===== src/rtl/sr_pwm_pkg.sv =====
package sr_pwm_pkg;

  // How the rectifier gate behaves for the current period
  typedef enum logic [1:0] {
    BMODE_OFF  = 2'd0,  // rectifier held low
    BMODE_COMP = 2'd1,  // full complementary window
    BMODE_EMUL = 2'd2   // window shortened by the duty ratio
  } b_mode_e;

endpackage


===== src/rtl/sr_period_timer.sv =====
module sr_period_timer
  import sr_pwm_pkg::*;
#(
  parameter int CNT_W = 12,
  parameter int KD_W  = 16
) (
  input  logic             clk,
  input  logic             rst_n,
  input  logic [CNT_W-1:0] period,
  input  logic [CNT_W-1:0] duty_a,
  input  logic [CNT_W-1:0] dead_lead,
  input  logic [CNT_W-1:0] dead_trail,
  input  logic [KD_W-1:0]  kd_ratio,
  input  logic             emul_en,
  input  logic             sr_en,
  input  logic             cbc_mode,
  output logic [CNT_W-1:0] cnt,
  output logic             wrap,
  output logic [CNT_W-1:0] per_q,
  output logic [CNT_W-1:0] da_q,
  output logic [CNT_W-1:0] dl_q,
  output logic [CNT_W-1:0] dt_q,
  output logic [KD_W-1:0]  kd_q,
  output b_mode_e          mode_q
);
  localparam int EW = CNT_W + 1;

  b_mode_e mode_d;

  // A zero period right after reset also counts as a boundary, so the first
  // edge out of reset loads the settings.
  assign wrap = ({1'b0, cnt} + EW'(1)) >= {1'b0, per_q};

  always_comb begin
    if (!sr_en)                   mode_d = BMODE_OFF;
    else if (emul_en && !cbc_mode) mode_d = BMODE_EMUL;
    else                          mode_d = BMODE_COMP;
  end

  always_ff @(posedge clk) begin
    if (!rst_n) begin
      cnt    <= '0;
      per_q  <= '0;
      da_q   <= '0;
      dl_q   <= '0;
      dt_q   <= '0;
      kd_q   <= '0;
      mode_q <= BMODE_OFF;
    end else if (wrap) begin
      cnt    <= '0;
      per_q  <= period;
      da_q   <= duty_a;
      dl_q   <= dead_lead;
      dt_q   <= dead_trail;
      kd_q   <= kd_ratio;
      mode_q <= mode_d;
    end else begin
      cnt <= cnt + CNT_W'(1);
    end
  end

endmodule


===== src/rtl/sr_edge_calc.sv =====
module sr_edge_calc
  import sr_pwm_pkg::*;
#(
  parameter int CNT_W   = 12,
  parameter int KD_W    = 16,
  parameter int KD_FRAC = 12
) (
  input  logic [CNT_W-1:0] per_q,
  input  logic [CNT_W-1:0] da_q,
  input  logic [CNT_W-1:0] dl_q,
  input  logic [CNT_W-1:0] dt_q,
  input  logic [KD_W-1:0]  kd_q,
  input  b_mode_e          mode_q,
  output logic [CNT_W:0]   b_rise,
  output logic [CNT_W:0]   b_fall,
  output logic             full_off
);
  localparam int PW = CNT_W + KD_W;
  localparam int EW = CNT_W + 1;

  logic [PW-1:0]    prod;
  logic [PW-1:0]    scaled;
  logic [CNT_W-1:0] db;
  logic [EW-1:0]    lim;
  logic [EW-1:0]    emul_fall;

  // Rectifier on-time = control duty times ratio, dropping the fraction
  assign prod   = PW'(da_q) * PW'(kd_q);
  assign scaled = prod >> KD_FRAC;
  assign db     = (|scaled[PW-1:CNT_W]) ? {CNT_W{1'b1}} : scaled[CNT_W-1:0];

  assign lim       = (dt_q >= per_q) ? '0 : {1'b0, per_q - dt_q};
  assign b_rise    = {1'b0, da_q} + {1'b0, dl_q};
  assign emul_fall = {1'b0, da_q} + {1'b0, db};

  always_comb begin
    b_fall   = '0;
    full_off = 1'b0;
    case (mode_q)
      BMODE_COMP: b_fall = lim;
      BMODE_EMUL: begin
        if (emul_fall >= lim) begin
          b_fall   = lim;
          full_off = 1'b1;
        end else begin
          b_fall = emul_fall;
        end
      end
      default: b_fall = '0;
    endcase
  end

endmodule


===== src/rtl/sr_gate_decode.sv =====
module sr_gate_decode #(
  parameter int CNT_W = 12
) (
  input  logic [CNT_W-1:0] cnt,
  input  logic [CNT_W-1:0] da_q,
  input  logic [CNT_W:0]   b_rise,
  input  logic [CNT_W:0]   b_fall,
  output logic             gate_a,
  output logic             gate_b
);
  logic [CNT_W:0] cnt_e;

  assign cnt_e  = {1'b0, cnt};
  assign gate_a = cnt < da_q;
  // The rise is never before the end of A, so the pair cannot overlap
  assign gate_b = (cnt_e >= b_rise) && (cnt_e < b_fall);

endmodule


===== src/rtl/sr_pwm_pair.sv =====
module sr_pwm_pair
  import sr_pwm_pkg::*;
#(
  parameter int CNT_W   = 12,
  parameter int KD_W    = 16,
  parameter int KD_FRAC = 12
) (
  input  logic             clk,
  input  logic             rst_n,
  input  logic [CNT_W-1:0] period,
  input  logic [CNT_W-1:0] duty_a,
  input  logic [CNT_W-1:0] dead_lead,
  input  logic [CNT_W-1:0] dead_trail,
  input  logic [KD_W-1:0]  kd_ratio,
  input  logic             emul_en,
  input  logic             sr_en,
  input  logic             cbc_mode,
  output logic             gate_a,
  output logic             gate_b,
  output logic             full_off
);
  logic [CNT_W-1:0] cnt;
  logic             wrap;
  logic [CNT_W-1:0] per_q;
  logic [CNT_W-1:0] da_q;
  logic [CNT_W-1:0] dl_q;
  logic [CNT_W-1:0] dt_q;
  logic [KD_W-1:0]  kd_q;
  b_mode_e          mode_q;
  logic [CNT_W:0]   b_rise;
  logic [CNT_W:0]   b_fall;

  sr_period_timer #(.CNT_W(CNT_W), .KD_W(KD_W)) u_timer (
    .clk        (clk),
    .rst_n      (rst_n),
    .period     (period),
    .duty_a     (duty_a),
    .dead_lead  (dead_lead),
    .dead_trail (dead_trail),
    .kd_ratio   (kd_ratio),
    .emul_en    (emul_en),
    .sr_en      (sr_en),
    .cbc_mode   (cbc_mode),
    .cnt        (cnt),
    .wrap       (wrap),
    .per_q      (per_q),
    .da_q       (da_q),
    .dl_q       (dl_q),
    .dt_q       (dt_q),
    .kd_q       (kd_q),
    .mode_q     (mode_q)
  );

  sr_edge_calc #(.CNT_W(CNT_W), .KD_W(KD_W), .KD_FRAC(KD_FRAC)) u_calc (
    .per_q    (per_q),
    .da_q     (da_q),
    .dl_q     (dl_q),
    .dt_q     (dt_q),
    .kd_q     (kd_q),
    .mode_q   (mode_q),
    .b_rise   (b_rise),
    .b_fall   (b_fall),
    .full_off (full_off)
  );

  sr_gate_decode #(.CNT_W(CNT_W)) u_decode (
    .cnt    (cnt),
    .da_q   (da_q),
    .b_rise (b_rise),
    .b_fall (b_fall),
    .gate_a (gate_a),
    .gate_b (gate_b)
  );

endmodule


===== config.mk =====
export PLATFORM = sky130hd
export DESIGN_NAME = sr_pwm_pair
export DESIGN_NICKNAME = d
export VERILOG_FILES = /design/src/rtl/sr_pwm_pkg.sv /design/src/rtl/sr_period_timer.sv /design/src/rtl/sr_edge_calc.sv /design/src/rtl/sr_gate_decode.sv /design/src/rtl/sr_pwm_pair.sv
export SDC_FILE = /design/constraint.sdc
export NUM_CORES = 1
export LEC_CHECK = 0
export BUFFER_PORTS_ARGS = -buffer_cell sky130_fd_sc_hd__buf_4
export CORE_AREA = 2 2 145 147
export CTS_BUF_LIST = sky130_fd_sc_hd__clkbuf_4
export CTS_CLUSTER_DIAMETER = 100
export DETAILED_ROUTE_END_ITERATION = 7
export DIE_AREA = 0 0 147 149
export PLACE_DENSITY = 0.79
export SETUP_SLACK_MARGIN = 0.2
export SLEW_MARGIN = 20
export SYNTH_ARGS = -nofsm -noshare
export SYNTH_HDL_FRONTEND = slang
export SYNTH_SLANG_ARGS = --single-unit
export TNS_END_PERCENT = 100

===== constraint.sdc =====
create_clock -name clk -period 9.4 [get_ports clk]
set_input_delay 0 -clock clk [delete_from_list [all_inputs] [get_ports clk]]
set_output_delay 0 -clock clk [all_outputs]
set_load 0.005 [all_outputs]

### Word level (Yosys, flattened, before mapping)

Index checks and enable logic that the tools add are counted.

| storage, ports and cells | value |
|---|---|
| bits in registers | 78 |
| input port bits | 69 |
| output and inout port bits | 3 |
| word-level logic and storage cells | 35 |

| operators by class | value |
|---|---|
| add/subtract/negate cells | 5 |
| $mul | 1 |
| magnitude comparators | 6 |
| eq/ne operators | 2 |
| muxes and demuxes | 8 |
| bitwise logic cells | 1 |
| reductions and logical operators | 5 |

Operator list:

| kind | count |
|---|---|
| 12-bit by 16-bit multiplier with 28-bit output | 1 |
| 12-bit by 12-bit adder with 13-bit output | 2 |
| 13-bit case mux with 2 select lines | 1 |
| 12-bit two-way mux | 2 |
| 12-bit by 1-bit adder with 13-bit output (second input constant) | 1 |
| 12-bit by 13-bit greater-or-equal comparator with 1-bit output | 1 |
| 13-bit by 12-bit greater-or-equal comparator with 1-bit output | 1 |
| 13-bit greater-or-equal comparator | 1 |
| 12-bit by 13-bit less-than comparator with 1-bit output | 1 |
| 13-bit two-way mux | 1 |
| 12-bit by 1-bit adder with 12-bit output (second input constant) | 1 |
| 12-bit greater-or-equal comparator | 1 |
| 12-bit less-than comparator | 1 |
| 12-bit subtractor | 1 |
| 2-bit two-way mux | 2 |
| 4-bit OR reduction | 1 |
| 2-bit by 1-bit equality test with 1-bit output (second input constant) | 1 |
| 2-bit equality test (second input constant) | 1 |
| 1-bit logical AND | 2 |
| 1-bit two-way mux | 2 |
| 2-bit OR reduction | 1 |
| 1-bit zero test | 1 |
| 1-bit NOT | 1 |

### Longest topological paths before layout

| logic depth | value |
|---|---|
| depth in word-level cells | 9 |
| mapped depth | 51 |
| gate-level depth less buffers | 48 |

### Cells and area by module

From an unflattened synthesis, not the netlist that was laid out.

| unflattened totals | value |
|---|---|
| cells, all modules | 1493 |
| area, all modules | 12366.9 um2 |

By module, submodules not included:

| module | times used | cells each | area each (um2) | sequential area each (um2) |
|---|---|---|---|---|
| sr_edge_calc | 1 | 994 | 7998.9 | 0.0 |
| sr_period_timer | 1 | 384 | 3479.6 | 1561.5 |
| sr_gate_decode | 1 | 115 | 888.4 | 0.0 |

### Least setup slack after synthesis

OpenSTA, ideal clock, no wires.

| timing path | value |
|---|---|
| path type | flip-flop to output port |
| from | register u_timer.da_q[5] |
| to | output port gate_b |
| arrival | 10.031 ns |
| required time | 9.400 ns |
| path slack | -0.631 ns |
| stages on the path, launching flop included | 50 |
| path buffers | 3 |
| cell sequence | dfxtp_1 > clkbuf_1 > clkbuf_1 > nand2_1 > fa_1 > inv_1 > fa_1 > fa_1 > fa_1 > inv_1 > fa_1 > inv_1 > ha_1 > and2_1 > nand3_1 > nand2b_1 > o21ai_0 > nor3_2 > [14 not listed] > a21o_1 > a211oi_1 > o211ai_1 > a31o_2 > nor2_1 > clkbuf_1 > o2bb2ai_1 > nand2b_1 > ha_1 > a21oi_1 > nor2b_1 > o21ai_0 > nand2b_1 > a21oi_1 > nor2b_1 > o21ai_0 > nand4_1 > a31oi_1 |

| between the ends | value |
|---|---|
| cells in the longest elaborated chain, start to end | 9 |
| elaborated cells on any way between the ends | 11 |
| those cells by class | 2 x add/sub; 1 x mul; 3 x order compare; 3 x mux; 2 x reduce/logical |

Ends and longest elaborated chain:

| item | RTL line | RTL |
|---|---|---|
| start: declaration | sr_period_timer.sv:20 | `output logic [CNT_W-1:0] da_q,` |
| start signal: assignment | sr_period_timer.sv:52 | `da_q <= duty_a;` |
| 12-bit by 16-bit multiplier with 28-bit output | sr_edge_calc.sv:28 | `assign prod = PW'(da_q) * PW'(kd_q);` |
| 4-bit OR reduction | sr_edge_calc.sv:30 | `assign db = (\|scaled[PW-1:CNT_W]) ? {CNT_W{1'b1}} : scaled[CNT_W-1:0];` |
| 12-bit two-way mux | sr_edge_calc.sv:30 |  |
| 12-bit by 12-bit adder with 13-bit output | sr_edge_calc.sv:34 | `assign emul_fall = {1'b0, da_q} + {1'b0, db};` |
| 13-bit greater-or-equal comparator | sr_edge_calc.sv:42 | `if (emul_fall >= lim) begin` |
| 13-bit two-way mux | sr_edge_calc.sv:42 |  |
| 13-bit case mux with 2 select lines | sr_edge_calc.sv:39 | `case (mode_q)` |
| 12-bit by 13-bit less-than comparator with 1-bit output | sr_gate_decode.sv:16 | `assign gate_b = (cnt_e >= b_rise) && (cnt_e < b_fall);` |
| 1-bit logical AND (*) | sr_gate_decode.sv:16 |  |
| end: declaration | sr_pwm_pair.sv:19 | `output logic gate_b,` |

Every way passes the cells marked *; elsewhere a longest branch is shown, timed or not.

### Worst setup path after layout

| timing path | value |
|---|---|
| from | register u_timer.da_q[3] |
| to | output port gate_b |

The elaborated chain is that of the path after synthesis.

==> summary.md <==
| Metric | Value |
|---|---|
| Violation count after the first detailed-routing iteration | a little over 700 |
| Worst hold path class | primary input to register |
| Synth area leaders | fa_1 (24%), ha_1 (17%), dfxtp_1 (13%), nand2_1 (7.3%), inv_1 (6.8%) |
| Net count, final | 2012 |
| Skew-Pair Late Insertion Delay | 0.50 ns |
| CTS tree | done |
| Clock sinks | 78 |
| Layout cells sized above 1 | 0.2101 |
| Leak pwr | 7.298 nW |
| Clk_skew | roughly 0.021 ns |
| Routed Antenna Nets | 0 |
| Hold Path Sink | u_timer.kd_q[13]$_SDFFE_PN0P_ |
| Synthesized instance count | approximately 1400 |
| Crit. End Element | output pin |
| Final WL | 34520 um |
| Mux share of post-synthesis cell area | 0 |
| Final setup viols | 1 |
| Max cap viols | 0 |
| Max stage delay cell, worst path | fa_1 |
| DRC | 0 |
| Vias per cell | between 5 and 6 |
| Synth warn | 0 |
| Ports | 72 |
| Adder-cell share of the synthesized area | 0.4157 |
| Hold Path Depth | 3 |
| Hold Vio Cnt, Final | 0 |
| Setup Slack @ Placement | -0.5602 ns |
| Synth Area in Simple Gates | 0.1930 |
| H-tree depth | 3 |
| RR Endpoint | u_timer.kd_q[14]$_SDFFE_PN0P_ |
| Avg WL per Cell | 17.95 um |
| WHS | 0.05078 ns |
| First drt pass iteration count | 5 |
| Synth top area share | 0.2445 |
| Final Max Tran Viols | 0 |
| CP dominant cell by count | fa_1 |
| PnR worst setup slack | -0.9063 ns |
| Gp weighted congestion | 0.8761 |
| Chip Height | 149 um |
| Violated checks | negative setup slack |
| Hold Path Origin | rst_n |
| #FFs+latches synth | approximately 80 |
| RSZ-0062 raised after global routing | yes |
| CP Launch Type | register |
| Mean Syn Cell Area | approximately 8.2 um^2 |
| Row count | 53 |
| Reg clk slew, reported paths | about 0.18 ns |
| Starting density of the core | 0.5655 |
| Detail Placement HPWL | 23690 um |
| Via count | approximately 11000 |
| Die ar. | 21900 um^2 |
| P per Cell Area | about 280 nW/um^2 |
| Top cells by count, synth | nand2_1 (225), inv_1 (211), ha_1 (159) |
| Worst R2R Start | u_timer.cnt[1]$_SDFF_PP0_ |
| Final Critical Period | 10.31 ns |
| Antenna violations before repair | 1 |
| Critical path class | register to output pin |
| TritonCTS Buffers | 9 |
| Required @ worst endpoint | 9.40 ns |
| R2R cell count | 11 |
| Congestion Overflow GR | 0 |
| Slew HR | 0.4003 |
| Asr flop ratio synth | 0 |
| GRT Overall Usage | 0.3163 |
| Dominant cell type by area after synthesis | fa_1 |
| Worst IR drop on VDD | 0.3452 mV |
| Area delta synth->final | 27.22% |
| Status | complete, but fails checks |
| Largest family of logic cells by synthesized area | adder cells |
| Core area | 20560 um^2 |
| Chip width | between 100 and 150 um |
| Top_reg_cell synth | dfxtp_1 |
| First-pass GRT wire length | 54900 um |
| Sequential cell area fraction in the yosys report | 0.1343 |
| Worst EP arrival | just over 10 ns |
| Worst Tran Pin Value | around 0.9 ns |
| Post-synth EDFFs | 0 |
| Syn Std Cell Area | 11620 um^2 |
| Root Buffer | clkbuf_4 |
| Max incr delay on CP | 0.55 ns |
| Count leader, synth | nand2_1 |
| Cell variety after synth | 56 |
| Post-Syn Nets | 1785 |
| Fmax | 0.09703 GHz |
| Fin crit share | 1.096 |
| R2r setup slk | 5.29 ns |
| Number of global-route vias before repair | 11400 |
| Compound-cell area share of the yosys netlist | 0.1253 |
| Number of port buffers | 71 |
| Largest net degree at the start of global routing | 99 |
| Clock buffer depth | 2 |
| CP max FO | 4 |
| Crit path launch | u_timer.da_q[3]$_SDFFE_PN0P_ |
| Post-Synth XOR/XNOR Area | 0.03918 |
worst max-delay path, delay by kind of cell (launching register included):
family                     cells  cell delay [ns]
AOI/OAI and AO/OA             21             3.26
DFF                            1             0.44
adders and majority gates     10             3.89
xor gates and xnor gates       1             0.15
and+or+nand+nor               11             1.51
buffers and inverters          6             0.57
flip-flops by register name (all words and copies together) (netlist names):
signal	flops
u_timer.per_q	12
u_timer.dt_q	12
u_timer.kd_q	16
u_timer.da_q	12
u_timer.dl_q	12
u_timer.mode_q	2
u_timer.cnt	12
where the power goes:
group | switching (mW) | internal, mW | leakage (nW)
logic | 1.87 | 1.50 | 6.57
registers | 0.151 | 0.457 | 0.650
clock network | 0.163 | 0.0628 | 0.0746
total | 2.18 | 2.02 | 7.30
cell usage in the layout, fill, tap and decap left out, types with 13 or more instances in the layout:
cell type / n
dfxtp_4: 13
xnor2_1: 26
and2_1: 64
and3_1: 15
ha_1: 143
nor2_1: 26
a21oi_1: 31
nand2b_1: 20
o21ai_0: 79
a21o_1: 26
buf_4: 195
fa_1: 131
dfxtp_1: 57
buf_6: 15
inv_1: 206
nand2_1: 217
nand3_1: 79
xor2_1: 24
dlygate4sd3_1: 68
how the worst max path moves through the flow:
stage / to / slack (ns) / depth (start not counted)
3_3_place_gp: gate_b / -0.40 / 47
2_1_floorplan: gate_b / 0.20 / 49
5_1_grt: gate_b / -1.44 / 49
3_5_place_dp: gate_b / -0.56 / 49
4_1_cts: gate_b / -0.67 / 51
6_report: gate_b / -0.91 / 49
timing repair:
item                                    4_1_cts  5_1_grt
gates resized for setup                      88       29
hold buffers                                 68        0
endpoints found under the hold margin        66        0
cloned                                        1        0
endpoints found under the setup margin        1        1
pin swaps                                    91       52
buffers inserted                             25        5
kinds of logic (layout without fill, tap and decap cells):
group                    Yosys count  after routing
AND/OR/NAND/NOR                  475            475
adder cells (fa/ha/maj)          301            301
buffers and inverters            281            513
AO/OA/AOI/OAI                    228            228
flip-flops                        78             78
XOR/XNOR                          52             52
other                              0              1
stage by stage:
step / total power [mW] / instance area (um^2) / setup TNS (ns) / util / cells
floorplan: 2.604 / 11860 / 0 / - / 1415
CTS: 3.955 / 14600 / -0.6734 / 0.7103 / 1916
finish: 4.201 / 14790 / -0.9063 / 0.7194 / 1923
detailed placement: 3.543 / 13260 / -0.5602 / 0.6449 / 1806
global route: 4.572 / 14790 / -1.444 / 0.7194 / 1923
global placement: 3.461 / 13260 / -0.4042 / 0.6449 / 1806
layout make-up:
class	instances	area [um^2]
repair buffers	286	2476
inverters	211	792.0
multi-input cells	1056	9409
well taps	275	344.1
clock buffers	9	67.56
fillers	1450	5768
diodes	1	2.502
clock inverters	7	77.57
flip-flops and latches	78	1620
per-layer routing:
| layer | wire length (um) | up-vias | global-route usage |
|---|---|---|---|
| li1 | - | 5026 | - |
| met1 | 12530 | 5189 | 0.3606 |
| met2 | 17180 | 447 | 0.5671 |
| met3 | 2425 | 175 | 0.05321 |
| met4 | 2377 | 0 | 0.1745 |
| met5 | 0 | - | 0 |
No activity file was read; power rests on OpenSTA's default activity.
